### src/rtl/kms_pkg.sv
package kms_pkg;
    typedef enum logic [2:0] {
        ST_IDLE,
        ST_CHARGE,
        ST_SELECT,
        ST_TAIL,
        ST_EMIT
    } kms_state_e;

    function automatic int unsigned kms_cycles(input int unsigned hz, input int unsigned ns);
        longint unsigned raw;
        raw = (longint'(hz) * longint'(ns)) / 64'd1_000_000_000;
        return (raw < 1) ? 1 : int'(raw);
    endfunction
endpackage

### src/rtl/kms_interval_timer.sv
module kms_interval_timer #(
    parameter int W = 8
) (
    input  logic         clk,
    input  logic         rst_n,
    input  logic         load,
    input  logic [W-1:0] load_val,
    output logic         expired
);
    logic [W-1:0] cnt_q;

    always_ff @(posedge clk or negedge rst_n) begin
        if (!rst_n)
            cnt_q <= '0;
        else if (load)
            cnt_q <= load_val;
        else if (cnt_q != '0)
            cnt_q <= cnt_q - 1'b1;
    end

    assign expired = (cnt_q == '0);
endmodule

### src/rtl/kms_key_store.sv
module kms_key_store #(
    parameter int NCOL = 12,
    parameter int NROW = 7,
    parameter int CW   = 4,
    parameter int IW   = 7
) (
    input  logic            clk,
    input  logic            rst_n,
    input  logic            sample_en,
    input  logic [CW-1:0]   sample_col,
    input  logic [NROW-1:0] row_in,
    input  logic            commit_en,
    input  logic [IW-1:0]   look_idx,
    output logic            cur_bit,
    output logic            prev_bit
);
    localparam int NKEY = NCOL * NROW;

    logic [NKEY-1:0] cur_q;
    logic [NKEY-1:0] prev_q;

    always_ff @(posedge clk or negedge rst_n) begin
        if (!rst_n) begin
            cur_q  <= '0;
            prev_q <= '0;
        end else begin
            for (int k = 0; k < NKEY; k++) begin
                if (sample_en && sample_col == CW'(k / NROW))
                    cur_q[k] <= row_in[k % NROW];
                if (commit_en && look_idx == IW'(k))
                    prev_q[k] <= cur_q[k];
            end
        end
    end

    assign cur_bit  = cur_q[look_idx];
    assign prev_bit = prev_q[look_idx];
endmodule

### src/rtl/kbd_matrix_scanner.sv
module kbd_matrix_scanner
    import kms_pkg::*;
#(
    parameter int NCOL      = 12,
    parameter int NROW      = 7,
    parameter int CLK_HZ    = 200_000_000,
    parameter int SETTLE_NS = 20_000,
    parameter int PERIOD_NS = 50_000_000
) (
    input  logic                            clk,
    input  logic                            rst_n,
    input  logic                            enable,
    output logic [7:0]                      col_lo,
    output logic [NCOL-9:0]                 col_hi,
    output logic                            charge,
    input  logic [NROW-1:0]                 row_in,
    output logic                            evt_valid,
    input  logic                            evt_ready,
    output logic [$clog2(NCOL*NROW)-1:0]    evt_index,
    output logic                            evt_state,
    output logic                            keydown
);
    localparam int NKEY       = NCOL * NROW;
    localparam int CW         = $clog2(NCOL);
    localparam int IW         = $clog2(NKEY);
    localparam int SETTLE_CYC = kms_cycles(CLK_HZ, SETTLE_NS);
    localparam int PERIOD_CYC = kms_cycles(CLK_HZ, PERIOD_NS);
    localparam int SW         = $clog2(SETTLE_CYC + 1);
    localparam int PW         = $clog2(PERIOD_CYC + 1);

    kms_state_e    state_q, state_d;
    logic [CW-1:0] col_q;
    logic [IW-1:0] idx_q;
    logic          keydown_q;
    logic [NCOL-1:0] col_vec;

    logic settle_done, period_done, settle_load;
    logic start, last_col, last_key, changed;
    logic in_emit, step, commit, sample_en;
    logic cur_bit, prev_bit;

    // timers: one for each settle window, one for start-to-start spacing
    kms_interval_timer #(.W(SW)) u_settle (
        .clk(clk), .rst_n(rst_n), .load(settle_load),
        .load_val(SW'(SETTLE_CYC - 1)), .expired(settle_done)
    );

    kms_interval_timer #(.W(PW)) u_period (
        .clk(clk), .rst_n(rst_n), .load(start),
        .load_val(PW'(PERIOD_CYC - 1)), .expired(period_done)
    );

    kms_key_store #(.NCOL(NCOL), .NROW(NROW), .CW(CW), .IW(IW)) u_keys (
        .clk(clk), .rst_n(rst_n),
        .sample_en(sample_en), .sample_col(col_q), .row_in(row_in),
        .commit_en(commit), .look_idx(idx_q),
        .cur_bit(cur_bit), .prev_bit(prev_bit)
    );

    assign start     = (state_q == ST_IDLE) && enable && period_done;
    assign last_col  = (col_q == CW'(NCOL - 1));
    assign last_key  = (idx_q == IW'(NKEY - 1));
    assign changed   = cur_bit ^ prev_bit;
    assign in_emit   = (state_q == ST_EMIT) && enable;
    assign step      = in_emit && (!changed || evt_ready);
    assign commit    = in_emit && changed && evt_ready;
    assign sample_en = (state_q == ST_SELECT) && enable && settle_done;
    assign settle_load = (state_d != state_q) &&
                         (state_d == ST_CHARGE || state_d == ST_SELECT || state_d == ST_TAIL);

    // state register
    always_ff @(posedge clk or negedge rst_n) begin
        if (!rst_n)
            state_q <= ST_IDLE;
        else
            state_q <= state_d;
    end

    // next-state logic
    always_comb begin
        state_d = state_q;
        unique case (state_q)
            ST_IDLE:   if (start) state_d = ST_CHARGE;
            ST_CHARGE: begin
                if (!enable)          state_d = ST_IDLE;
                else if (settle_done) state_d = ST_SELECT;
            end
            ST_SELECT: begin
                if (!enable)          state_d = ST_IDLE;
                else if (settle_done) state_d = last_col ? ST_TAIL : ST_CHARGE;
            end
            ST_TAIL: begin
                if (!enable)          state_d = ST_IDLE;
                else if (settle_done) state_d = ST_EMIT;
            end
            ST_EMIT: begin
                if (!enable)              state_d = ST_IDLE;
                else if (step && last_key) state_d = ST_IDLE;
            end
            default: state_d = ST_IDLE;
        endcase
    end

    // column, key-walk and press-flag registers
    always_ff @(posedge clk or negedge rst_n) begin
        if (!rst_n) begin
            col_q     <= '0;
            idx_q     <= '0;
            keydown_q <= 1'b0;
        end else begin
            if (start) begin
                col_q     <= '0;
                keydown_q <= 1'b0;
            end else if (sample_en && !last_col) begin
                col_q <= col_q + 1'b1;
            end
            if (state_q == ST_TAIL && enable && settle_done)
                idx_q <= '0;
            else if (step && !last_key)
                idx_q <= idx_q + 1'b1;
            if (commit && cur_bit)
                keydown_q <= 1'b1;
        end
    end

    // outputs
    always_comb begin
        col_vec   = '0;
        charge    = 1'b0;
        evt_valid = 1'b0;
        unique case (state_q)
            ST_CHARGE: charge = 1'b1;
            ST_SELECT: col_vec = NCOL'(1) << col_q;
            ST_TAIL:   charge = 1'b1;
            ST_EMIT:   evt_valid = changed;
            default: ;
        endcase
    end

    assign col_lo    = col_vec[7:0];
    assign col_hi    = col_vec[NCOL-1:8];
    assign evt_index = idx_q;
    assign evt_state = cur_bit;
    assign keydown   = keydown_q;


    precharge_before_drive_chk: assert property (@(posedge clk) disable iff (!rst_n)
        $rose(|{col_hi, col_lo}) |-> $past(charge));


    drive_steady_chk: assert property (@(posedge clk) disable iff (!rst_n)
        ((|{col_hi, col_lo}) && $past(|{col_hi, col_lo})) |-> $stable({col_hi, col_lo}));


    tail_charge_chk: assert property (@(posedge clk) disable iff (!rst_n)
        ($fell(col_hi[NCOL-9]) && $past(enable)) |-> (charge && {col_hi, col_lo} == '0));


    ascending_chk: assert property (@(posedge clk) disable iff (!rst_n)
        (evt_valid && evt_ready && enable) |=> (!evt_valid || evt_index > $past(evt_index)));


    stall_hold_chk: assert property (@(posedge clk) disable iff (!rst_n)
        (evt_valid && !evt_ready && enable) |=> (evt_valid && $stable(evt_index) && $stable(evt_state)));


    disabled_quiet_chk: assert property (@(posedge clk) disable iff (!rst_n)
        !enable |=> (!evt_valid && !charge && {col_hi, col_lo} == '0));


    press_flag_chk: assert property (@(posedge clk) disable iff (!rst_n)
        (evt_valid && evt_ready && enable && evt_state) |=> keydown);
endmodule

### config.mk
export PLATFORM = sky130hd
export DESIGN_NAME = kbd_matrix_scanner
export DESIGN_NICKNAME = d
export VERILOG_FILES = /design/src/rtl/kms_pkg.sv /design/src/rtl/kms_interval_timer.sv /design/src/rtl/kms_key_store.sv /design/src/rtl/kbd_matrix_scanner.sv
export SDC_FILE = /design/constraint.sdc
export NUM_CORES = 1
export LEC_CHECK = 0
export BUFFER_PORTS_ARGS = -buffer_cell sky130_fd_sc_hd__buf_2
export CORE_UTILIZATION = 42
export DETAILED_ROUTE_END_ITERATION = 8
export PLACE_DENSITY = 0.63
export SYNTH_ARGS = -nofsm -noshare
export SYNTH_HDL_FRONTEND = slang
export SYNTH_SLANG_ARGS = --single-unit
### constraint.sdc
create_clock -name clk -period 6.9 [get_ports clk]
set_input_delay 1.035 -clock clk [delete_from_list [all_inputs] [get_ports clk]]
set_output_delay 1.035 -clock clk [all_outputs]
set_load 0.1 [all_outputs]
==> results of run 1 <==
worst reg2reg max path: stages (launching register included):
cell and delay (ns):
dfrtp_4 0.98, buf_4 0.47, mux4_2 0.55, o2111ai_1 0.22, nand4_1 0.18, xor2_1 0.20, nand2_1 0.10, nor3_2 0.83
nand3_1 0.19, mux2_1 0.36
per-layer routing:
layer / global-route usage / wire length [um]
met4: 0.0726 / 895
met1: 0.308 / 12900
met3: 0.0349 / 1350
met2: 0.345 / 13300
met5: 0 / 0
power by group through the flow:
stage,Sequential [mW],Clock [mW],Combinational (mW)
after floorplan,1.40,0,0.115
after global placement,1.41,0,0.172
after detailed placement,1.41,0,0.176
after CTS,1.39,1.37,0.176
after global routing,1.40,1.43,0.197
final,1.39,1.34,0.173
registers in the layout (all words and copies together), names as in the netlist:
signal          count
u_keys.prev_q      84
evt_index           7
col_q               4
state_q             3
u_settle.cnt_q     12
u_keys.cur_q       84
keydown             1
u_period.cnt_q     24
stage by stage:
step | setup slack (ns) | util | std cells | area [sq um]
2_1_floorplan | 1.77 | - | 959 | 11100
3_3_place_gp | 2.13 | 0.442 | 1282 | 11500
3_5_place_dp | 2.12 | 0.442 | 1282 | 11500
4_1_cts | 1.56 | 0.474 | 1324 | 12300
5_1_grt | 1.37 | 0.474 | 1324 | 12300
6_report | 1.58 | 0.474 | 1324 | 12300
synth_stat cells (all sizes together), types with 6 or more instances:
cell type / number
xnor2: 17
o21ai: 13
xor2: 12
clkbuf: 27
and2: 12
mux4: 23
nor2b: 12
nor4: 11
nand2: 104
inv: 13
and3: 8
nor3: 21
buf: 25
nor2: 81
nand2b: 11
nand3: 40
a21oi: 17
dfrtp: 219
mux2i: 45
ha: 13
o2111ai: 16
nand4: 6
mux2: 170
or3: 7
final cells by class:
class,count,area (sq um),area share
tap,335,419,0.0340
multi-input combinational,675,5340,0.433
sequential,219,5480,0.444
timing repair buffer,40,228,0.0184
clock inverter,8,156,0.0127
inverter,13,48.8,0.00395
clock buffer,34,668,0.0541
cells by family (layout without fill, tap and decap cells):
family / count (synthesis) / after routing / share of synthesized area
buf+inv: 65 / 95 / 0.0290
simple gates: 330 / 330 / 0.143
flops: 219 / 219 / 0.492
fa+ha+maj: 13 / 13 / 0.0146
compound gates: 65 / 65 / 0.0400
mux: 238 / 238 / 0.259
xor+xnor: 29 / 29 / 0.0228
worst max-delay path by stage:
stage	from	endpoint	slack, ns	cells after the start
finish	evt_index[1]$_DFFE_PN0P_	evt_valid	1.58	9
global route	evt_index[1]$_DFFE_PN0P_	evt_valid	1.37	9
CTS	evt_index[1]$_DFFE_PN0P_	evt_valid	1.56	9
detailed placement	evt_index[1]$_DFFE_PN0P_	evt_valid	2.12	9
global placement	evt_index[1]$_DFFE_PN0P_	evt_valid	2.13	9
floorplan	evt_index[0]$_DFFE_PN0P_	evt_valid	1.77	10
==> results.txt, run 1 <==
After the last flow step, the layout net total stands at 997. The worst register-to-register path begins at evt_index[1]$_DFFE_PN0P_. The number of detailed-route iterations in the first pass is 5. The number of clock buffers inserted by TritonCTS is 24.

The overall die height came out at 165 um. Clock latency on the worst-skew pair, taken at its later pin, is 0.53 ns. The post-detailed-placement half-perimeter wirelength is 19200 um. In the synthesized netlist the dominant register cell turns out to be dfrtp_1. Counting the fill cells in the layout gives 2387. The fraction of post-synthesis cell area in the top cell type by area is 0.492. The floorplan core area came out at 26100 sq um. During placement, the flow inserted port buffers numbering 33. The final clock skew came out at 0.0304 ns.

Leaving out fill and tap cells, the most frequent cells in the layout are 218 x dfrtp_1, 135 x mux2_2, 100 x nand2_1, 81 x nor2_1, 45 x mux2i_1. The number of storage elements in the synthesis netlist came out at 219. The number of hold violations in the final report came out at 0. The peak clock frequency supported by timing came out at 188 MHz. Data on the critical path is required at its endpoint by 5.86 ns. The fraction of synthesis flops using an asynchronous set or reset pin came out at 1.00. The starting density of the core is 0.428. The maximum level of the CTS H-tree came out at 1.

The leakage component of the power is 5.67 nW. The worst hold path terminates at u_keys.prev_q[75]$_DFFE_PN0P_. The dominant cell type by area after synthesis is dfrtp_1. For this design, the CTS-stage hold fixing added 0 buffers. Final hold analysis gives a worst-case slack of 0.483 ns. TritonCTS built the clock tree. The number of sinks on the clock net is 219.

The post-cts repair resize count came out at 0. The maximum fanout along the worst path came out at 49. The max-capacitance violation count is 0. Setup repair after global routing left no endpoint under its margin. For this block, the initial DRC count from the detailed router was 584.

The overall track demand over capacity in global routing came out at 0.219. The number of nets with antenna violations after routing is 0. The part of the power in registers is 0.478. The root buffer cell chosen for the clock tree is clkbuf_16. Of the cells placed in the final design, the portion with a size suffix greater than 1 is 0.251. After clock tree synthesis, the clock-pin slew on the worst setup and hold paths is 0.06 ns. On the critical path the largest part of the delay comes from flip-flops.

The share of synthesized area occupied by flip-flops and latches is 0.492. The routed wire length came out at 28500 um. For this design, the slowest cell found on the critical path is dfrtp_4.

The part of the power in combinational logic came out at 0.059. The maximum number of buffers from clock root to sink is 3. Entering global routing, the biggest net connects 112 pins. The number of cells on the worst hold path is 1.

Counting cells, the worst reg-to-reg path comes to 9. The kind of end point of the critical path is a primary output. The first global-routing pass estimated 45000 um of wire.

The clock period could shrink to 5.32 ns. The critical path buffer and inverter count came out at 2. Setup violations remaining at the end of the flow were counted as 0. After detailed routing, the average wire length per cell comes to 21.5 um. The relative slew slack is 0.272. The routed layout has 7672 vias. The final max-slew violation count was 0.

After routing, the total negative slack on setup checks comes to 0 ns. The routability congestion estimate from global placement is 0.859. The power density over cell area came out at 236 nW/um^2. The number of global-route vias before repair is 7630.

The analysis attributes to net switching a power of 0.679 mW. The average size of a mapped cell is 11.6 sq um. Buffers added to address setup during post-CTS repair amount to 0. The number of flops mapped to enable cells by yosys came out at 0. The flow ran to the end, and the final reports show no timing, DRC or antenna violations. Compared with the post-synthesis result, the final layout area differs by 10.8%. The fraction of power spent switching nets is 0.233. The maximum cell stage delay along the critical path is 0.98 ns. At the pin with the least slew margin, the transition time is 1.09 ns. The worst ir drop on vdd is 0.266 mV. The number of antenna violations at the first check in global routing is 1. Across all register-to-register paths, the minimum setup slack is 2.71 ns. The worst hold path begins at u_keys.prev_q[75]$_DFFE_PN0P_. In this run the horizontal extent of the chip is 165 um. The final worst-path cycle share came out at 0.771. Row generation in the floorplan step produced 59 rows. The most frequent standard cell in the layout excluding fill and tap cells is dfrtp_1.

The via-per-instance ratio is 5.79. The area of the die is 27200 sq um. The I/O pin count came out at 34. The internal portion of total power came out at 2.23 mW. The signal on the critical path passes through buf_4, mux4_2, o2111ai_1, nand4_1, a221oi_2, nand3_1, and2_1, nor2_1, buf_2. The data arrival time at the worst-slack endpoint came out at 4.28 ns.

The part of the power in the clock network is 0.463. The synthesized instance count came out at 959. Yosys printed 0 warnings. The worst reg2reg path endpoint is u_keys.prev_q[26]$_DFFE_PN0P_. After detailed routing, the number of remaining DRC violations is 0. The critical path in this run is classified as flip-flop to primary output. The area of the mapped netlist came out at 11100 sq um.

The count of cell types in the netlist is 53. The number of antenna diodes in the final layout is 0. The min-delay analysis places its worst path in the category flip-flop to flip-flop.

The total global routing overflow is 0. After layout, the design draws a total of 2.91 mW. The worst setup path is launched from a flip-flop. The number of nets in the synthesized netlist came out at 983. Sorting the synthesized cells by area gives the leading types as dfrtp_1 49%, mux2_2 14%, mux4_2 4.6%, mux2i_1 4.0%, mux2_1 3.5%.
No activity file was read; power rests on OpenSTA's default activity.
==> run 2: changes to the inputs <==
--- a/config.mk
+++ b/config.mk
@@ -8,7 +8,7 @@
 export BUFFER_PORTS_ARGS = -buffer_cell sky130_fd_sc_hd__buf_2
 export CORE_UTILIZATION = 42
 export DETAILED_ROUTE_END_ITERATION = 8
-export PLACE_DENSITY = 0.63
+export PLACE_DENSITY = 0.65
 export SYNTH_ARGS = -nofsm -noshare
 export SYNTH_HDL_FRONTEND = slang
 export SYNTH_SLANG_ARGS = --single-unit
==> constraint.sdc (replaced) <==
create_clock -name clk -period 4.4 [get_ports clk]
set_input_delay 0.66 -clock clk [delete_from_list [all_inputs] [get_ports clk]]
set_output_delay 0.66 -clock clk [all_outputs]
set_load 0.1 [all_outputs]
==> results.txt, run 2 (same netlist as run 1, synthesis figures left out) <==
The run finished with clean final reports. The I/O pin count is 34 (unchanged). The number of detailed-route iterations in the first pass came out at 5 (unchanged).

The final core utilization is 0.477 (+0.00351). The total global routing overflow is 0 (unchanged). The number of instances in the placed design is 1288 (+0.47%). The number of clock buffers inserted by TritonCTS came out at 24 (unchanged). The floorplan core area came out at 26100 sq um (unchanged). The cell area after placement is 11600 sq um (+0.65%). The residual DRC count is 0 (unchanged). The number of filler cells placed in the layout came out at 2374 (-0.54%). The number of nets with antenna violations after routing came out at 0 (unchanged). The clock transition at the registers of the reported paths came out at 0.06 ns (about the same). The post-detailed-placement half-perimeter wirelength is 19300 um (+0.78%). The share of cells above drive strength 1 came out at 0.263 (+0.0120). The routability congestion estimate from global placement came to 0.908 (+5.7%). The maximum fanout along the worst path came out at 21 (-57%).

The starting density of the core came to 0.428 (unchanged). The maximum number of buffers from clock root to sink is 3 (unchanged). The library cells used most frequently in the layout, excluding fill and tap cells, are 216 x dfrtp_1, 135 x mux2_2, 100 x nand2_1, 80 x nor2_1, 45 x mux2i_1. The start-to-end type of the worst setup path is flip-flop to primary output. Leaving out fill and tap cells, the most frequent cell in the layout is dfrtp_1.

STA classifies the critical path endpoint as a primary output. The transition time at the pin with the least slew margin was 1.21 ns (+0.120 ns). The tightest hold margin is 0.291 ns (-0.192 ns). The via-per-instance ratio came out at 5.79 (-0.12%). The number of antenna violations at the first check in global routing is 0 (-1). The worst ir drop on vdd is 0.467 mV (+76%).

The routed wire length is 28700 um (+0.67%). In the final layout, the registers with the most flip-flops are u_keys.cur_q (84), u_keys.prev_q (84), u_period.cnt_q (24). The signed area change from the synthesized netlist to the final layout came out at 11.6%. The maximum level of the CTS H-tree is 1 (unchanged).

The final worst-path cycle share came out at 0.956. The leakage component of the power was 5.72 nW (+0.80%). STA classifies the critical path startpoint as a flip-flop. The wire length per cell after detailed routing is 21.5 um (about the same). The number of antenna repair diodes came out at 0 (unchanged).

The number of standard-cell rows in the floorplan came out at 59 (unchanged). The cell sitting at the root of the clock tree is a clkbuf_16. The total negative setup slack was 0 ns (unchanged). The overall die height was 165 um (unchanged). The die boundary width came out at 165 um (unchanged). The final clock skew is 0.0339 ns (+0.00349 ns).

The violation count after the first detailed-routing iteration came to 524 (-10%). The data required time at the worst endpoint came to 3.74 ns (-2.12 ns). The latest clock arrival within the worst-skew pair is 0.54 ns (about the same). The count of port buffers added during placement was 33 (unchanged). The minimum period implied by the final worst setup slack came out at 4.21 ns. The sum of internal, switching and leakage power came out at 4.51 mW (+55%). The area of the die is 27200 sq um (unchanged). Derived from the worst setup path, the maximum achievable clock frequency is 238 MHz. The max-capacitance violation count came out at 0 (unchanged). The number of nets in the layout came out at 1004 (+0.70%).

The number of sinks on the clock net is 219 (unchanged). The design area was 12400 sq um (+0.74%). The flip-flop and latch area is 5490 sq um (about the same).

The final standard cell count with taps included and fillers excluded came out at 1332 (+0.60%). Setup repair after global routing left no endpoint under its margin. The CTS tree is done. The worst-case setup margin in the final layout came out at 0.192 ns (-1.39 ns). The final max-slew violation count came out at 0 (unchanged). The number of global-route vias before repair came out at 7708 (+1.0%).

The number of hold violations in the final report is 0 (unchanged). The power density over cell area came out at 363 nW/um^2 (+54%). The data arrival time at the worst-slack endpoint is 3.55 ns (-0.73 ns). The via count came out at 7709 (+0.48%). The footprint of the multi-input gates came out at 5340 sq um (about the same).

The quantity of hold-fixing buffers added after cts is 0 (unchanged). The worst-case setup slack after placement came to 0.514 ns (-1.61 ns). The largest net degree at the start of global routing was 138 (+23%).

The wire length of the first global-routing pass is 45600 um (+1.2%). In this run the worst hold path is classified as primary input to async pin. The relative slew slack is 0.193 (-0.0789). The overall track demand over capacity in global routing came to 0.222 (+0.00281). The count of endpoints failing setup in the final report came to 0 (unchanged).
-- run 2: final cells by class --
cell class / count / share of cell area
flip-flops and latches: 219 / 0.441
multi-input cells: 675 / 0.430
clock buffers: 35 / 0.0573
well taps: 335 / 0.0337
repair buffers: 47 / 0.0258
clock inverters: 8 / 0.00855
inverters: 13 / 0.00392
-- run 2: worst max-delay path, stage by stage (launching register included) --
cell and delay, ns:
dfrtp_4 0.70, buf_4 0.34, mux4_2 0.35, o2111ai_1 0.24, nand4_1 0.21, a221oi_2 0.43
nand3_1 0.18, and2_1 0.20, nor2_2 0.16, buf_12 0.20
-- run 2: worst paths after layout --
kind | to | depth (start not counted) | slack [ns] | start
setup / recovery | evt_valid | 9 | 0.19 | evt_index[1]$_DFFE_PN0P_
hold / removal | u_keys.prev_q[11]$_DFFE_PN0P_ | 1 | 0.29 | rst_n
setup reg to reg | u_keys.prev_q[71]$_DFFE_PN0P_ | 9 | 0.76 | evt_index[1]$_DFFE_PN0P_
hold reg to reg | u_period.cnt_q[0]$_DFFE_PN0P_ | 1 | 0.49 | u_period.cnt_q[0]$_DFFE_PN0P_
max in group asynchronous | u_keys.prev_q[23]$_DFFE_PN0P_ | 2 | 3.20 | rst_n
min in group clk | u_period.cnt_q[0]$_DFFE_PN0P_ | 1 | 0.49 | u_period.cnt_q[0]$_DFFE_PN0P_
-- run 2: where the power goes --
group | internal (mW) | switching [mW] | total (mW)
logic | 0.106 | 0.165 | 0.271
registers | 2.10 | 0.0814 | 2.18
clock network | 1.24 | 0.824 | 2.06
total | 3.44 | 1.07 | 4.51
-- run 2: what timing repair did --
| item | 4_1_cts | 5_1_grt |
|---|---|---|
| buffers inserted | 1 | 0 |
| endpoints found under the setup margin | 1 | 1 |
| resized for setup | 0 | 2 |
| endpoints found under the hold margin | 0 | 0 |
-- run 2: routing by layer --
layer / up-vias / track usage / routed length [um]
li1: 3470 / - / -
met1: 3950 / 0.309 / 12700
met2: 241 / 0.357 / 13500
met3: 48 / 0.0339 / 1630
met4: 0 / 0.0671 / 805
met5: - / 0 / 0
==> run 3: changes to the inputs <==
--- a/config.mk
+++ b/config.mk
@@ -6,9 +6,9 @@
 export NUM_CORES = 1
 export LEC_CHECK = 0
 export BUFFER_PORTS_ARGS = -buffer_cell sky130_fd_sc_hd__buf_2
-export CORE_UTILIZATION = 42
+export CORE_UTILIZATION = 35
 export DETAILED_ROUTE_END_ITERATION = 8
-export PLACE_DENSITY = 0.65
+export PLACE_DENSITY = 0.57
 export SYNTH_ARGS = -nofsm -noshare
 export SYNTH_HDL_FRONTEND = slang
 export SYNTH_SLANG_ARGS = --single-unit
==> results.txt, run 3 (same netlist as run 1, synthesis figures left out) <==
The via count came out at 7564 (-1.9%). The number of clock buffers inserted by TritonCTS is 24 (unchanged). The flow ran to the end, and the final reports show no timing, DRC or antenna violations. The peak clock frequency supported by timing came out at 241 MHz (+1.4%).

The power density over cell area is 356 nW/um^2 (-2.0%). The maximum fanout along the worst path came out at 13 (-38%). The startpoint kind of the worst setup timing path is a flip-flop. The worst-case setup slack after placement is 0.553 ns (+0.0393 ns). TritonCTS built the clock tree. The area of the die is 32600 sq um (+20%). The final core utilization is 0.408 (-0.0694). The number of antenna violations at the first check in global routing is 0 (unchanged).

The latest clock arrival within the worst-skew pair is 0.54 ns (about the same). The data required time at the worst endpoint is 3.74 ns (about the same). The number of antenna repair diodes is 0 (unchanged). The final clock skew came to 0.0405 ns (+0.00661 ns).

STA classifies the critical path endpoint as a primary output. The footprint of the multi-input gates came out at 5340 sq um (unchanged). The wire length per cell after detailed routing is 20.7 um (-3.9%). The maximum number of buffers from clock root to sink came out at 3 (unchanged). The worst-case setup margin in the final layout is 0.248 ns (+0.0562 ns). The data arrival time at the worst-slack endpoint is 3.49 ns (-0.06 ns). The post-detailed-placement half-perimeter wirelength came out at 19800 um (+2.6%). The count of port buffers added during placement is 33 (unchanged). In the final layout, the registers with the most flip-flops are u_keys.cur_q (84), u_keys.prev_q (84), u_period.cnt_q (24).

The sum of internal, switching and leakage power came to 4.50 mW (-0.35%). The number of nets in the layout came out at 1022 (+1.8%). The residual DRC count is 0 (unchanged). The minimum period implied by the final worst setup slack is 4.15 ns (-0.0562 ns). The overall track demand over capacity in global routing is 0.183 (-0.0390).

The starting density of the core came out at 0.360 (-0.0680). The leakage component of the power came out at 5.81 nW (+1.6%). The number of sinks on the clock net is 219 (unchanged).

The number of filler cells placed in the layout came out at 2964 (+25%). The relative slew slack is 0.367 (+0.174). The number of detailed-route iterations in the first pass is 4 (-1). The maximum level of the CTS H-tree came out at 1 (unchanged). The routed wire length came out at 29200 um (+1.8%). The worst ir drop on vdd is 0.295 mV (-37%). The final worst-path cycle share is 0.944 (-0.0128). The total global routing overflow came out at 0 (unchanged). The largest net degree at the start of global routing came out at 106 (-23%). The number of hold violations in the final report came out at 0 (unchanged). The clock transition at the registers of the reported paths came to 0.06 ns (about the same). The final max-slew violation count is 0 (unchanged). The violation count after the first detailed-routing iteration was 502 (-4.2%). The die boundary width came out at 180 um (+9.4%). The total negative setup slack is 0 ns (unchanged). The routability congestion estimate from global placement is 0.841 (-7.4%).

The number of global-route vias before repair is 7714 (+0.078%). The floorplan core area is 31000 sq um (+19%). The via-per-instance ratio came out at 5.36 (-7.4%). The clock root buffer master is clkbuf_16. Leaving out fill and tap cells, the most frequent cells in the layout are 217 x dfrtp_1, 135 x mux2_2, 100 x nand2_1, 80 x nor2_1, 45 x mux2i_1. The start-to-end type of the worst setup path is flip-flop to primary output. The most frequent standard cell in the layout excluding fill and tap cells is dfrtp_1. The transition time at the pin with the least slew margin is 0.948 ns (-0.260 ns). The max-capacitance violation count came out at 0 (unchanged). The number of nets with antenna violations after routing is 0 (unchanged). The overall die height is 180 um (+9.4%).

Setup repair after global routing left no endpoint under its margin. The wire length of the first global-routing pass is 46300 um (+1.6%). The share of cells above drive strength 1 is 0.276 (+0.0128).

The worst hold path belongs to the class primary input to async pin. From synthesis to final layout, the design area changed by 13.4%. The number of standard-cell rows in the floorplan is 64 (+8.5%).

The flip-flop and latch area is 5490 sq um (about the same). The I/O pin count is 34 (unchanged). The count of endpoints failing setup in the final report is 0 (unchanged).
-- run 3: per-stage QoR --
step	hold WS (ns)	cells	area [sq um]
2_1_floorplan	0.364	959	11100
3_3_place_gp	0.464	1354	11700
3_5_place_dp	0.474	1354	11700
4_1_cts	0.200	1399	12500
5_1_grt	0.230	1412	12600
6_report	0.142	1412	12600
-- run 3: layer usage --
layer / vias to the layer above / global-route usage / wire length (um)
met5: - / 0 / 0
met4: 0 / 0.0530 / 762
met3: 48 / 0.0303 / 1450
met2: 172 / 0.293 / 13500
met1: 3836 / 0.254 / 13500
li1: 3508 / - / -
-- run 3: final cells by class --
type                            count  area share
Tap cell                          396      0.0392
Clock inverter                     12      0.0105
Sequential cell                   219       0.434
Inverter                           13     0.00386
Timing Repair Buffer               65      0.0366
Clock buffer                       32      0.0531
Multi-Input combinational cell    675       0.423
-- run 3: what timing repair did --
item                                    in CTS  in global routing
setup buffers                                1                 13
hold endpoints to repair                     0                  0
resized for setup                            0                  1
endpoints found under the setup margin       1                  1
pin swaps                                    0                  0
hold buffers                                 0                  0
-- run 3: final timing paths --
kind,startpoint,endpoint,slack (ns),cells after the start
worst max-delay path,evt_index[0]$_DFFE_PN0P_,evt_valid,0.25,9
worst min-delay path,rst_n,u_keys.cur_q[69]$_DFFE_PN0P_,0.14,1
worst max register to register,evt_index[0]$_DFFE_PN0P_,u_keys.prev_q[37]$_DFFE_PN0P_,0.96,8
worst min register to register,u_period.cnt_q[0]$_DFFE_PN0P_,u_period.cnt_q[0]$_DFFE_PN0P_,0.48,1
max in group asynchronous,rst_n,u_keys.cur_q[58]$_DFFE_PN0P_,3.21,2
min in group clk,u_period.cnt_q[0]$_DFFE_PN0P_,u_period.cnt_q[0]$_DFFE_PN0P_,0.48,1
-- run 3: critical path: stages, from the launching register on --
cell and delay, ns:
dfrtp_2 0.57, buf_4 0.23, mux4_2 0.49, o2111ai_1 0.27
nand4_1 0.21, a221oi_2 0.45, nand3_1 0.17, and2_1 0.20
nor2_2 0.16, buf_12 0.20
-- run 3: where the power goes --
| group | total [mW] | switching, mW | internal (mW) |
|---|---|---|---|
| registers | 2.18 | 0.0807 | 2.10 |
| logic | 0.272 | 0.167 | 0.105 |
| clock network | 2.05 | 0.852 | 1.20 |
| total | 4.50 | 1.10 | 3.40 |
